==> src/rtl/pic_pkg.sv <==
package pic_pkg;
  localparam int LINES  = 8;
  localparam int IDX_W  = $clog2(LINES);
  localparam int DATA_W = 8;

  typedef enum logic [1:0] {
    ST_READY = 2'd0,
    ST_BASE  = 2'd1,
    ST_CASC  = 2'd2,
    ST_MODE  = 2'd3
  } init_st_e;

  localparam logic [2:0] CMD_RAEOI_CLR = 3'd0;
  localparam logic [2:0] CMD_NSEOI     = 3'd1;
  localparam logic [2:0] CMD_NOP       = 3'd2;
  localparam logic [2:0] CMD_SEOI      = 3'd3;
  localparam logic [2:0] CMD_RAEOI_SET = 3'd4;
  localparam logic [2:0] CMD_ROT_NSEOI = 3'd5;
  localparam logic [2:0] CMD_SET_PRIO  = 3'd6;
  localparam logic [2:0] CMD_ROT_SEOI  = 3'd7;
endpackage

==> src/rtl/pic_resolver.sv <==
module pic_resolver #(
  parameter int N  = 8,
  parameter int IW = (N > 1) ? $clog2(N) : 1
) (
  input  logic [N-1:0]  vec_i,
  input  logic [IW-1:0] base_i,
  output logic          hit_o,
  output logic [IW-1:0] idx_o,
  output logic [IW:0]   rank_o
);
  logic [N-1:0] rot_vec;

  // rot_vec[p] is the line at priority level p
  for (genvar p = 0; p < N; p++) begin : g_rot
    logic [IW-1:0] src;
    assign src        = base_i + IW'(p);
    assign rot_vec[p] = vec_i[src];
  end

  always_comb begin
    rank_o = (IW+1)'(N);
    for (int p = N - 1; p >= 0; p--) begin
      if (rot_vec[p]) rank_o = (IW+1)'(p);
    end
  end

  assign hit_o = |vec_i;
  assign idx_o = base_i + rank_o[IW-1:0];
endmodule

==> src/rtl/pic_req_capture.sv <==
module pic_req_capture #(
  parameter int N = 8
) (
  input  logic         clk_i,
  input  logic         rst_ni,
  input  logic [N-1:0] irq_i,
  input  logic [N-1:0] level_i,
  input  logic [N-1:0] clr_i,
  input  logic         flush_i,
  output logic [N-1:0] irr_o
);
  logic [N-1:0] prev_q, irr_q, rise;

  assign rise  = irq_i & ~prev_q;
  assign irr_o = irr_q;

  always_ff @(posedge clk_i or negedge rst_ni) begin
    if (!rst_ni) begin
      prev_q <= '0;
      irr_q  <= '0;
    end else begin
      prev_q <= irq_i;
      if (flush_i) irr_q <= '0;
      else irr_q <= (level_i & irq_i) | (~level_i & ((irr_q & ~clr_i) | rise));
    end
  end

  assert_level_follow_R11: assert property (@(posedge clk_i) disable iff (!rst_ni)
    !flush_i |=> (((irr_q ^ $past(irq_i)) & $past(level_i)) == '0));

  assert_edge_sets_R11: assert property (@(posedge clk_i) disable iff (!rst_ni)
    !flush_i |=> (($past(rise) & ~$past(level_i) & ~irr_q) == '0));
endmodule

==> src/rtl/pic_regfile.sv <==
module pic_regfile
  import pic_pkg::*;
#(
  parameter logic [DATA_W-1:0] TRIG_WRITABLE = 8'hF8,
  parameter int                CASCADE_LINE  = 2
) (
  input  logic              clk_i,
  input  logic              rst_ni,
  input  logic              wr_en_i,
  input  logic              rd_en_i,
  input  logic              addr_i,
  input  logic [DATA_W-1:0] wdata_i,
  output logic [DATA_W-1:0] rdata_o,
  input  logic              trig_wr_i,
  input  logic [DATA_W-1:0] trig_wdata_i,
  output logic [DATA_W-1:0] trig_o,
  input  logic [LINES-1:0]  irq_i,
  input  logic              ack_i,
  output logic              int_o,
  output logic [DATA_W-1:0] vector_o
);
  localparam logic [LINES-1:0] CASC_BIT = LINES'(1) << CASCADE_LINE;

  init_st_e          st_q;
  logic [LINES-1:0]  imr_q, isr_q, trig_q, irr;
  logic [IDX_W-1:0]  rot_q;
  logic [DATA_W-1:0] vbase_q;
  logic sel_q, poll_q, smm_q, aeoi_q, raeoi_q, sfnm_q, need4_q, single_q;

  logic             req_hit, blk_hit, eoi_hit;
  logic [IDX_W-1:0] win_idx, blk_idx, eoi_idx;
  logic [IDX_W:0]   req_rank, blk_rank, eoi_rank;
  logic [LINES-1:0] req_vec, blk_vec;
  logic             win_valid, poll_rd, ack_ev;
  logic             icw1, ocw2, ocw3;
  logic [2:0]       cmd;
  logic [IDX_W-1:0] sel_idx;
  logic [LINES-1:0] isr_clr, isr_set, cap_clr;
  logic             rot_cmd_en;
  logic [IDX_W-1:0] rot_cmd_val;

  // Resolvers: pending requests, in-service blockers, raw in-service for EOI
  assign req_vec = irr & ~imr_q;
  assign blk_vec = isr_q & (smm_q ? ~imr_q : '1) & (sfnm_q ? ~CASC_BIT : '1);

  pic_resolver #(.N(LINES), .IW(IDX_W)) u_req (
    .vec_i(req_vec), .base_i(rot_q), .hit_o(req_hit), .idx_o(win_idx), .rank_o(req_rank));
  pic_resolver #(.N(LINES), .IW(IDX_W)) u_blk (
    .vec_i(blk_vec), .base_i(rot_q), .hit_o(blk_hit), .idx_o(blk_idx), .rank_o(blk_rank));
  pic_resolver #(.N(LINES), .IW(IDX_W)) u_eoi (
    .vec_i(isr_q), .base_i(rot_q), .hit_o(eoi_hit), .idx_o(eoi_idx), .rank_o(eoi_rank));

  assign win_valid = req_hit && (req_rank < blk_rank);
  assign int_o     = win_valid;
  assign vector_o  = {vbase_q[DATA_W-1:IDX_W], win_valid ? win_idx : {IDX_W{1'b1}}};

  assign poll_rd = rd_en_i && poll_q;
  assign ack_ev  = win_valid && (ack_i || poll_rd);

  assign icw1    = wr_en_i && !addr_i && wdata_i[4];
  assign ocw3    = wr_en_i && !addr_i && !wdata_i[4] && wdata_i[3];
  assign ocw2    = wr_en_i && !addr_i && !wdata_i[4] && !wdata_i[3];
  assign cmd     = wdata_i[7:5];
  assign sel_idx = wdata_i[IDX_W-1:0];

  always_comb begin
    isr_clr     = '0;
    rot_cmd_en  = 1'b0;
    rot_cmd_val = '0;
    if (ocw2) begin
      unique case (cmd)
        CMD_NSEOI:     if (eoi_hit) isr_clr[eoi_idx] = 1'b1;
        CMD_ROT_NSEOI: if (eoi_hit) begin
          isr_clr[eoi_idx] = 1'b1;
          rot_cmd_en       = 1'b1;
          rot_cmd_val      = eoi_idx + IDX_W'(1);
        end
        CMD_SEOI:      isr_clr[sel_idx] = 1'b1;
        CMD_SET_PRIO:  begin
          rot_cmd_en  = 1'b1;
          rot_cmd_val = sel_idx + IDX_W'(1);
        end
        CMD_ROT_SEOI:  begin
          isr_clr[sel_idx] = 1'b1;
          rot_cmd_en       = 1'b1;
          rot_cmd_val      = sel_idx + IDX_W'(1);
        end
        default: ;
      endcase
    end
  end

  assign isr_set = (ack_ev && !aeoi_q) ? (LINES'(1) << win_idx) : '0;
  assign cap_clr = ack_ev ? ((LINES'(1) << win_idx) & ~trig_q) : '0;

  pic_req_capture #(.N(LINES)) u_cap (
    .clk_i(clk_i), .rst_ni(rst_ni), .irq_i(irq_i), .level_i(trig_q),
    .clr_i(cap_clr), .flush_i(icw1), .irr_o(irr));

  always_ff @(posedge clk_i or negedge rst_ni) begin
    if (!rst_ni) trig_q <= '0;
    else if (trig_wr_i) trig_q <= trig_wdata_i & TRIG_WRITABLE;
  end

  always_ff @(posedge clk_i or negedge rst_ni) begin
    if (!rst_ni) begin
      st_q <= ST_READY; imr_q <= '0; isr_q <= '0; rot_q <= '0; vbase_q <= '0;
      sel_q <= 1'b0; poll_q <= 1'b0; smm_q <= 1'b0; aeoi_q <= 1'b0;
      raeoi_q <= 1'b0; sfnm_q <= 1'b0; need4_q <= 1'b0; single_q <= 1'b0;
    end else if (icw1) begin
      st_q <= ST_BASE; imr_q <= '0; isr_q <= '0; rot_q <= '0; vbase_q <= '0;
      sel_q <= 1'b0; poll_q <= 1'b0; smm_q <= 1'b0; aeoi_q <= 1'b0;
      raeoi_q <= 1'b0; sfnm_q <= 1'b0;
      need4_q  <= wdata_i[0];
      single_q <= wdata_i[1];
    end else begin
      isr_q <= (isr_q & ~isr_clr) | isr_set;
      // command rotation takes precedence over auto-EOI rotation
      if (rot_cmd_en) rot_q <= rot_cmd_val;
      else if (ack_ev && aeoi_q && raeoi_q) rot_q <= win_idx + IDX_W'(1);
      if (ocw3 && wdata_i[2]) poll_q <= 1'b1;
      else if (poll_rd) poll_q <= 1'b0;
      if (ocw3 && wdata_i[1]) sel_q <= wdata_i[0];
      if (ocw3 && wdata_i[6]) smm_q <= wdata_i[5];
      if (ocw2 && (cmd == CMD_RAEOI_CLR || cmd == CMD_RAEOI_SET)) raeoi_q <= wdata_i[7];
      if (wr_en_i && addr_i) begin
        unique case (st_q)
          ST_READY: imr_q <= wdata_i;
          ST_BASE: begin
            vbase_q <= wdata_i & ~DATA_W'((1 << IDX_W) - 1);
            if (single_q) st_q <= need4_q ? ST_MODE : ST_READY;
            else st_q <= ST_CASC;
          end
          ST_CASC: st_q <= need4_q ? ST_MODE : ST_READY;
          ST_MODE: begin
            sfnm_q <= wdata_i[4];
            aeoi_q <= wdata_i[1];
            st_q   <= ST_READY;
          end
          default: st_q <= ST_READY;
        endcase
      end
    end
  end

  always_comb begin
    if (!rd_en_i) rdata_o = '0;
    else if (poll_q) rdata_o = win_valid ? {1'b1, {(DATA_W-IDX_W-1){1'b0}}, win_idx} : '0;
    else if (addr_i) rdata_o = imr_q;
    else rdata_o = sel_q ? isr_q : irr;
  end

  assign trig_o = trig_q;

  assert_icw1_restart_R1: assert property (@(posedge clk_i) disable iff (!rst_ni)
    icw1 |=> (st_q == ST_BASE && imr_q == '0 && isr_q == '0 && !poll_q));

  assert_icw1_keeps_trig_R1: assert property (@(posedge clk_i) disable iff (!rst_ni)
    (icw1 && !trig_wr_i) |=> $stable(trig_q));

  assert_mask_load_R4: assert property (@(posedge clk_i) disable iff (!rst_ni)
    (wr_en_i && addr_i && st_q == ST_READY) |=> imr_q == $past(wdata_i));

  assert_poll_disarm_R12: assert property (@(posedge clk_i) disable iff (!rst_ni)
    (poll_rd && !wr_en_i) |=> !poll_q);

  assert_ack_sets_isr_R9: assert property (@(posedge clk_i) disable iff (!rst_ni)
    (ack_i && win_valid && !aeoi_q && !wr_en_i) |=> isr_q[$past(win_idx)]);

  assert_aeoi_isr_hold_R10: assert property (@(posedge clk_i) disable iff (!rst_ni)
    (ack_ev && aeoi_q && !wr_en_i) |=> isr_q == $past(isr_q));

  assert_trig_writable_R13: assert property (@(posedge clk_i) disable iff (!rst_ni)
    trig_wr_i |=> (trig_q & ~TRIG_WRITABLE) == '0);
endmodule

==> config.mk <==
export PLATFORM = sky130hd
export DESIGN_NAME = pic_regfile
export DESIGN_NICKNAME = d
export VERILOG_FILES = /design/src/rtl/pic_pkg.sv /design/src/rtl/pic_resolver.sv /design/src/rtl/pic_req_capture.sv /design/src/rtl/pic_regfile.sv
export SDC_FILE = /design/constraint.sdc
export NUM_CORES = 1
export LEC_CHECK = 0
export ABC_CLOCK_PERIOD_IN_PS = 6500
export BUFFER_PORTS_ARGS = -buffer_cell sky130_fd_sc_hd__buf_4
export CAP_MARGIN = 20
export CORE_ASPECT_RATIO = 0.75
export CORE_MARGIN = 2
export CORE_UTILIZATION = 61
export CTS_CLUSTER_DIAMETER = 120
export DETAILED_ROUTE_END_ITERATION = 7
export PLACE_DENSITY_LB_ADDON = 0.15
export REMOVE_ABC_BUFFERS = 1
export SLEW_MARGIN = 20
export SYNTH_ARGS = -nofsm -noshare
export SYNTH_HDL_FRONTEND = slang
export SYNTH_HIERARCHICAL = 1
export SYNTH_SLANG_ARGS = --single-unit
==> constraint.sdc <==
create_clock -name clk_i -period 6.5 [get_ports clk_i]
set_input_delay 0.325 -clock clk_i [delete_from_list [all_inputs] [get_ports clk_i]]
set_output_delay 0.325 -clock clk_i [all_outputs]
set_load 0.05 [all_outputs]
Word level (Yosys, flattened, before mapping)
Index checks and enable logic that the tools add are counted.
W data, S select, Z words.
{ "totals": {"register_bits": 58, "word_cells": 239} }
{ "classes": {"addsub": 12, "order_cmp": 13, "n_eq_ne": 9, "n_shift": 1, "n_mux": 126, "bitwise": 17, "reduce_logical": 45} }
{ "op_table": {"columns": ["op", "n"], "rows": [
  ["$mux W8", 18],
  ["$and A8 B8 Y8", 9],
  ["$bmux W1 S3", 24],
  ["$mux W4", 16],
  ["$mux W3", 15],
  ["$mux W1", 43],
  ["$lt A3 B4 Y1 const B", 10],
  ["$not A8 Y8", 5],
  ["$or A8 B8 Y8", 3],
  ["$logic_and A1 B1 Y1", 18],
  ["$pmux W8 S2", 1],
  ["$reduce_or A8 Y1", 2],
  ["$reduce_bool A2 Y1", 7],
  ["$add A3 B1 Y3 const B", 4],
  ["$add A3 B3 Y3 const B", 4],
  ["$eq A3 B3 Y1 const B", 4],
  ["$mux W2", 4],
  ["$reduce_and A2 Y1", 4],
  ["$shl A1 B3 Y8 const A", 1],
  ["$add A3 B2 Y3 const B", 2],
  ["$add A3 B3 Y3", 2],
  ["$demux W1 S3", 2],
  ["$ge A3 B1 Y1 const B", 2],
  ["$pmux W2 S3", 1],
  ["other kinds (14)", 22]
]} }

Longest topological paths before layout
{ "depth": {"ltp_word": 24, "ltp_mapped": 22, "depth_no_buf": 18} }

By module
The synthesis kept the hierarchy.
{ "modules_own_cells": {"columns": ["mod", "n_inst", "cells_per_inst", "area_each_um2", "seq_area_each_um2"], "rows": [
  ["pic_regfile", 1, 308, 2655.0, 975.9],
  ["pic_resolver", 3, 79, 675.6, 0.0],
  ["pic_req_capture", 1, 49, 631.9, 400.4]
]} }

Worst setup path before layout
No wires, ideal clock.
{ "synth_path": {"kind": "register -> output", "start": "register rot_q[0]", "end": "output port rdata_o[7]", "arrival_time_ns": 4.937, "path_slack_ns": 1.238, "path_stages_with_launch": 20, "cell_sequence": "dfrtp_1 > clkbuf_1 > clkbuf_1 > inv_1 > ha_1 > buf_6 > mux2_4 > mux4_2 > or2_0 > buf_2 > or3_1 > a31oi_1 > nor2_1 > ha_1 > o211ai_1 > o211ai_1 > inv_2 > buf_2 > mux2i_1 > nor2_1"} }
{ "synth_via": {"elab_chain_cells": 16, "word_cells_on_any_way": 60, "classes_between": "7 x add/sub; 1 x order compare; 51 x mux; 1 x reduce/logical"} }
{ "synth_lines": {"columns": ["element", "line", "source"], "rows": [
  ["start: declaration", "pic_regfile.sv:26", "logic [IDX_W-1:0] rot_q;"],
  ["start signal: assignment", "pic_regfile.sv:119", "if (rot_cmd_en) rot_q <= rot_cmd_val;"],
  ["start signal: assignment", "pic_regfile.sv:120", "else if (ack_ev && aeoi_q && raeoi_q) rot_q <= win_idx + IDX_W'(1);"],
  ["$add A3 B3 Y3", "pic_resolver.sv:16", "assign src = base_i + IW'(p);"],
  ["$bmux W1 S3", "pic_resolver.sv:17", "assign rot_vec[p] = vec_i[src];"],
  ["$mux W1 (implied by the code)", "pic_resolver.sv:17", null],
  ["$mux W4 (7 in a row)", "pic_resolver.sv:23", "if (rot_vec[p]) rank_o = (IW+1)'(p);"],
  ["$mux W4 (*)", "pic_resolver.sv:23", null],
  ["net req_rank[2]", "pic_regfile.sv:32", "logic [IDX_W:0] req_rank, blk_rank, eoi_rank;"],
  ["$lt A4 B4 Y1 (*)", "pic_regfile.sv:53", "assign win_valid = req_hit && (req_rank < blk_rank);"],
  ["$logic_and A1 B1 Y1 (*)", "pic_regfile.sv:53", null],
  ["net int_o", "pic_regfile.sv:19", "output logic int_o,"],
  ["$mux W8 (*) (2 in a row)", "pic_regfile.sv:148", "else if (poll_q) rdata_o = win_valid ? {1'b1, {(DATA_W-IDX_W-1){1'b0}}, win_idx} : '0;"],
  ["$mux W8 (*)", "pic_regfile.sv:147", "if (!rd_en_i) rdata_o = '0;"],
  ["end: declaration", "pic_regfile.sv:13", "output logic [DATA_W-1:0] rdata_o,"]
]} }
The timed path passes the listed nets; every way through them passes the cells marked *. The select of a mux whose other input is x is not followed.

Worst setup path in the final report
{ "layout_path": {"start": "register rot_q[0]", "end": "output port rdata_o[7]"} }
{ "layout_via": {"elab_chain_cells": 16, "word_cells_on_any_way": 60, "classes_between": "7 x add/sub; 1 x order compare; 51 x mux; 1 x reduce/logical"} }
{ "layout_lines": {"columns": ["element", "line"], "rows": [
  ["$add A3 B3 Y3", "pic_resolver.sv:16"],
  ["$bmux W1 S3", "pic_resolver.sv:17"],
  ["$mux W1 (implied by the code)", "pic_resolver.sv:17"],
  ["$mux W4 (7 in a row)", "pic_resolver.sv:23"],
  ["$mux W4 (*)", "pic_resolver.sv:23"],
  ["net req_rank[2]", "pic_regfile.sv:32"],
  ["$lt A4 B4 Y1 (*)", "pic_regfile.sv:53"],
  ["$logic_and A1 B1 Y1 (*)", "pic_regfile.sv:53"],
  ["$mux W8 (*) (2 in a row)", "pic_regfile.sv:148"],
  ["$mux W8 (*)", "pic_regfile.sv:147"]
]} }
Marked as above.

==> summary.txt <==
run status: finished, final reports clean
initial cell density of the core: 62.1%
Max Clock Freq: 200 MHz
Cell Count Post-Placement: 710
count of antenna-violating nets left after detailed routing: 0
nature of the critical path startpoint: flip-flop
maximum number of pins on one net before global-route repair: 56
post-route worst setup slack: 1.50 ns
Syn Area/Cell: 8.99 sq um
min-delay worst type: input pin to asynchronous set/reset pin
Area growth, synth to finish: 10.7%
port buffer count: 49
kind of critical path: flip-flop to output pin
unrepaired setup endpoints after global routing: no
Final setup violation count: 0
area of the core region: 0.00835 sq mm
Period minus WS final: 5.00 ns
number of global-route vias before repair: 4,516
initial detailed-routing violation count: 595
routed via count divided by cell count: 6.55
CTS tree: yes
DRC viols: 0
routed wirelength normalized by instance count: 18.9 um
CTS Buf Count: 5
number of gates resized after cts: 0
clock root buffer: sky130_fd_sc_hd__clkbuf_16
total number of vias: 4,702
Yosys Warn Count: 6
CTS Hold Bufs: 0
Total Die Area: 0.00925 sq mm
Leak Pwr: 2.57 nW
clock-pin slew of the registers on the worst-case setup and hold paths: 0.07 ns
number of instances in the synthesized netlist: 576
grt ovf: 0
Total GRT Usage: 29.8%
level count of the clock H-tree: 2
clock latency on the worst-skew pair: 0.29 ns
Required @ worst endpoint: 6.17 ns
final non-filler cell total: 718
critical path peak fanout: 21
Diodes inserted: 0
Max clock buf depth: 2
ratio of final minimum period to clock period: 76.9%
capturing element type of the critical path: output pin
proportion of layout cells with a drive suffix above 1: 17.0%
post-detailed-routing wire length: 13.6 mm
number of max-cap violations: 0
Die X-Extent: 110 um
detailed-routing iteration count for the pre-antenna-repair pass: 5
global-route wire length before repair: 22.6 mm
worst slew pin tran: 0.901 ns
number of buffers inserted to repair setup after CTS: 0
number of core rows: 29
CTS sink cnt: 55
sum of net half-perimeters after detailed placement: 10.2 mm
total negative setup slack: 0 ns
cell area after technology mapping: 0.00518 sq mm
DIE HEIGHT: 83.8 um
maximum vdd drop: 0.479 mV
clk_skew: 0.00485 ns
boundary pin count: 56
pre-CTS setup slack: 1.67 ns
power per unit of standard cell area: 579 mW/mm^2
fraction of the core area covered by cells at the end of the flow: 68.7%
gpl congestion: 0.904
number of antenna violations at the first check in global routing: 0
critical path arrival: 4.68 ns
Final Hold Slack: 0.0701 ns
Max Slew Vio Count: 0
Final Net Count: 661
Filler Cells Inserted: 690
Worst slew margin: 39.8%
number of endpoints with negative hold slack in the final report: 0
==> cell usage in the layout, fill, tap and decap left out, drive strengths merged, types with 9 or more instances in the layout <==
cell type	count
inv	35
nand3	16
o21ai	39
nor2b	19
dfrtp	55
buf	54
nor2	30
nor3	13
mux2i	51
mux4	12
nand2b	15
ha	19
nand2	58
a32o	9
conb	9
mux2	26
o221ai	9
or4b	9
a21oi	21
==> registers in the layout (all words and copies together), names as in the netlist, 2 cells and up <==
signal,count
u_cap/irr_o,8
trig_o,5
vbase_q,5
isr_q,8
imr_q,8
rot_q,3
u_cap/prev_q,8
st_q,2
==> stage by stage <==
stage | area [sq um] | total power (W)
2_1_floorplan | 5020 | 0.00228
3_3_place_gp | 5560 | 0.00288
3_5_place_dp | 5560 | 0.00295
4_1_cts | 5730 | 0.00327
5_1_grt | 5740 | 0.00355
6_report | 5740 | 0.00332
==> path summary, 6_finish.rpt <==
kind,from,cells after the start,to,slack [ns]
worst min register to register,vbase_q[4],2,vbase_q[4],0.50
min in group clk_i,irq_i[2],1,u_cap/prev_q[2],0.14
max in group asynchronous,rst_ni,1,rot_q[0],5.91
worst max-delay path,rot_q[0],16,rdata_o[7],1.50
worst min-delay path,rst_ni,1,trig_o[5],0.07
worst max register to register,rot_q[0],15,u_cap/irr_o[3],1.65
==> routing by layer <==
| metal | global-route usage, % | up-vias | routed length (um) |
|---|---|---|---|
| met2 | 48.4 | 215 | 6430 |
| li1 | - | 2172 | - |
| met1 | 42.6 | 2280 | 6090 |
| met3 | 2.69 | 35 | 745 |
| met5 | 0 | - | 0 |
| met4 | 9.43 | 0 | 312 |
==> cell type report <==
class / count / area, sq um / area share, %
clock buffer: 5 / 125 / 2.18
multi-input combinational: 459 / 3520 / 61.3
tap: 108 / 135 / 2.36
inverter: 34 / 128 / 2.23
timing repair buffer: 54 / 405 / 7.07
clock inverter: 3 / 47.5 / 0.829
sequential: 55 / 1380 / 24.0
==> critical path, cell delays in order, from the launching register on <==
cell                       delay [ns]
sky130_fd_sc_hd__dfrtp_2         0.65
sky130_fd_sc_hd__inv_1           0.09
sky130_fd_sc_hd__ha_1            0.55
sky130_fd_sc_hd__mux2_4          0.35
sky130_fd_sc_hd__mux4_2          0.45
sky130_fd_sc_hd__or2_0           0.32
sky130_fd_sc_hd__or3_1           0.40
sky130_fd_sc_hd__a31oi_1         0.17
sky130_fd_sc_hd__nor2_1          0.06
sky130_fd_sc_hd__ha_1            0.28
sky130_fd_sc_hd__o211ai_1        0.09
sky130_fd_sc_hd__o211ai_1        0.12
sky130_fd_sc_hd__buf_4           0.20
sky130_fd_sc_hd__inv_2           0.17
sky130_fd_sc_hd__mux2i_1         0.11
sky130_fd_sc_hd__nor2_1          0.14
sky130_fd_sc_hd__buf_4           0.22
==> where the power goes <==
part           switching (W)  internal, W  leakage [nW]  total, W
sequential          0.000114     0.000409         0.682  0.000523
clock               0.000127     0.000184        0.0844  0.000311
combinational        0.00154     0.000944          1.81   0.00249
No activity file was read; power rests on OpenSTA's default activity.
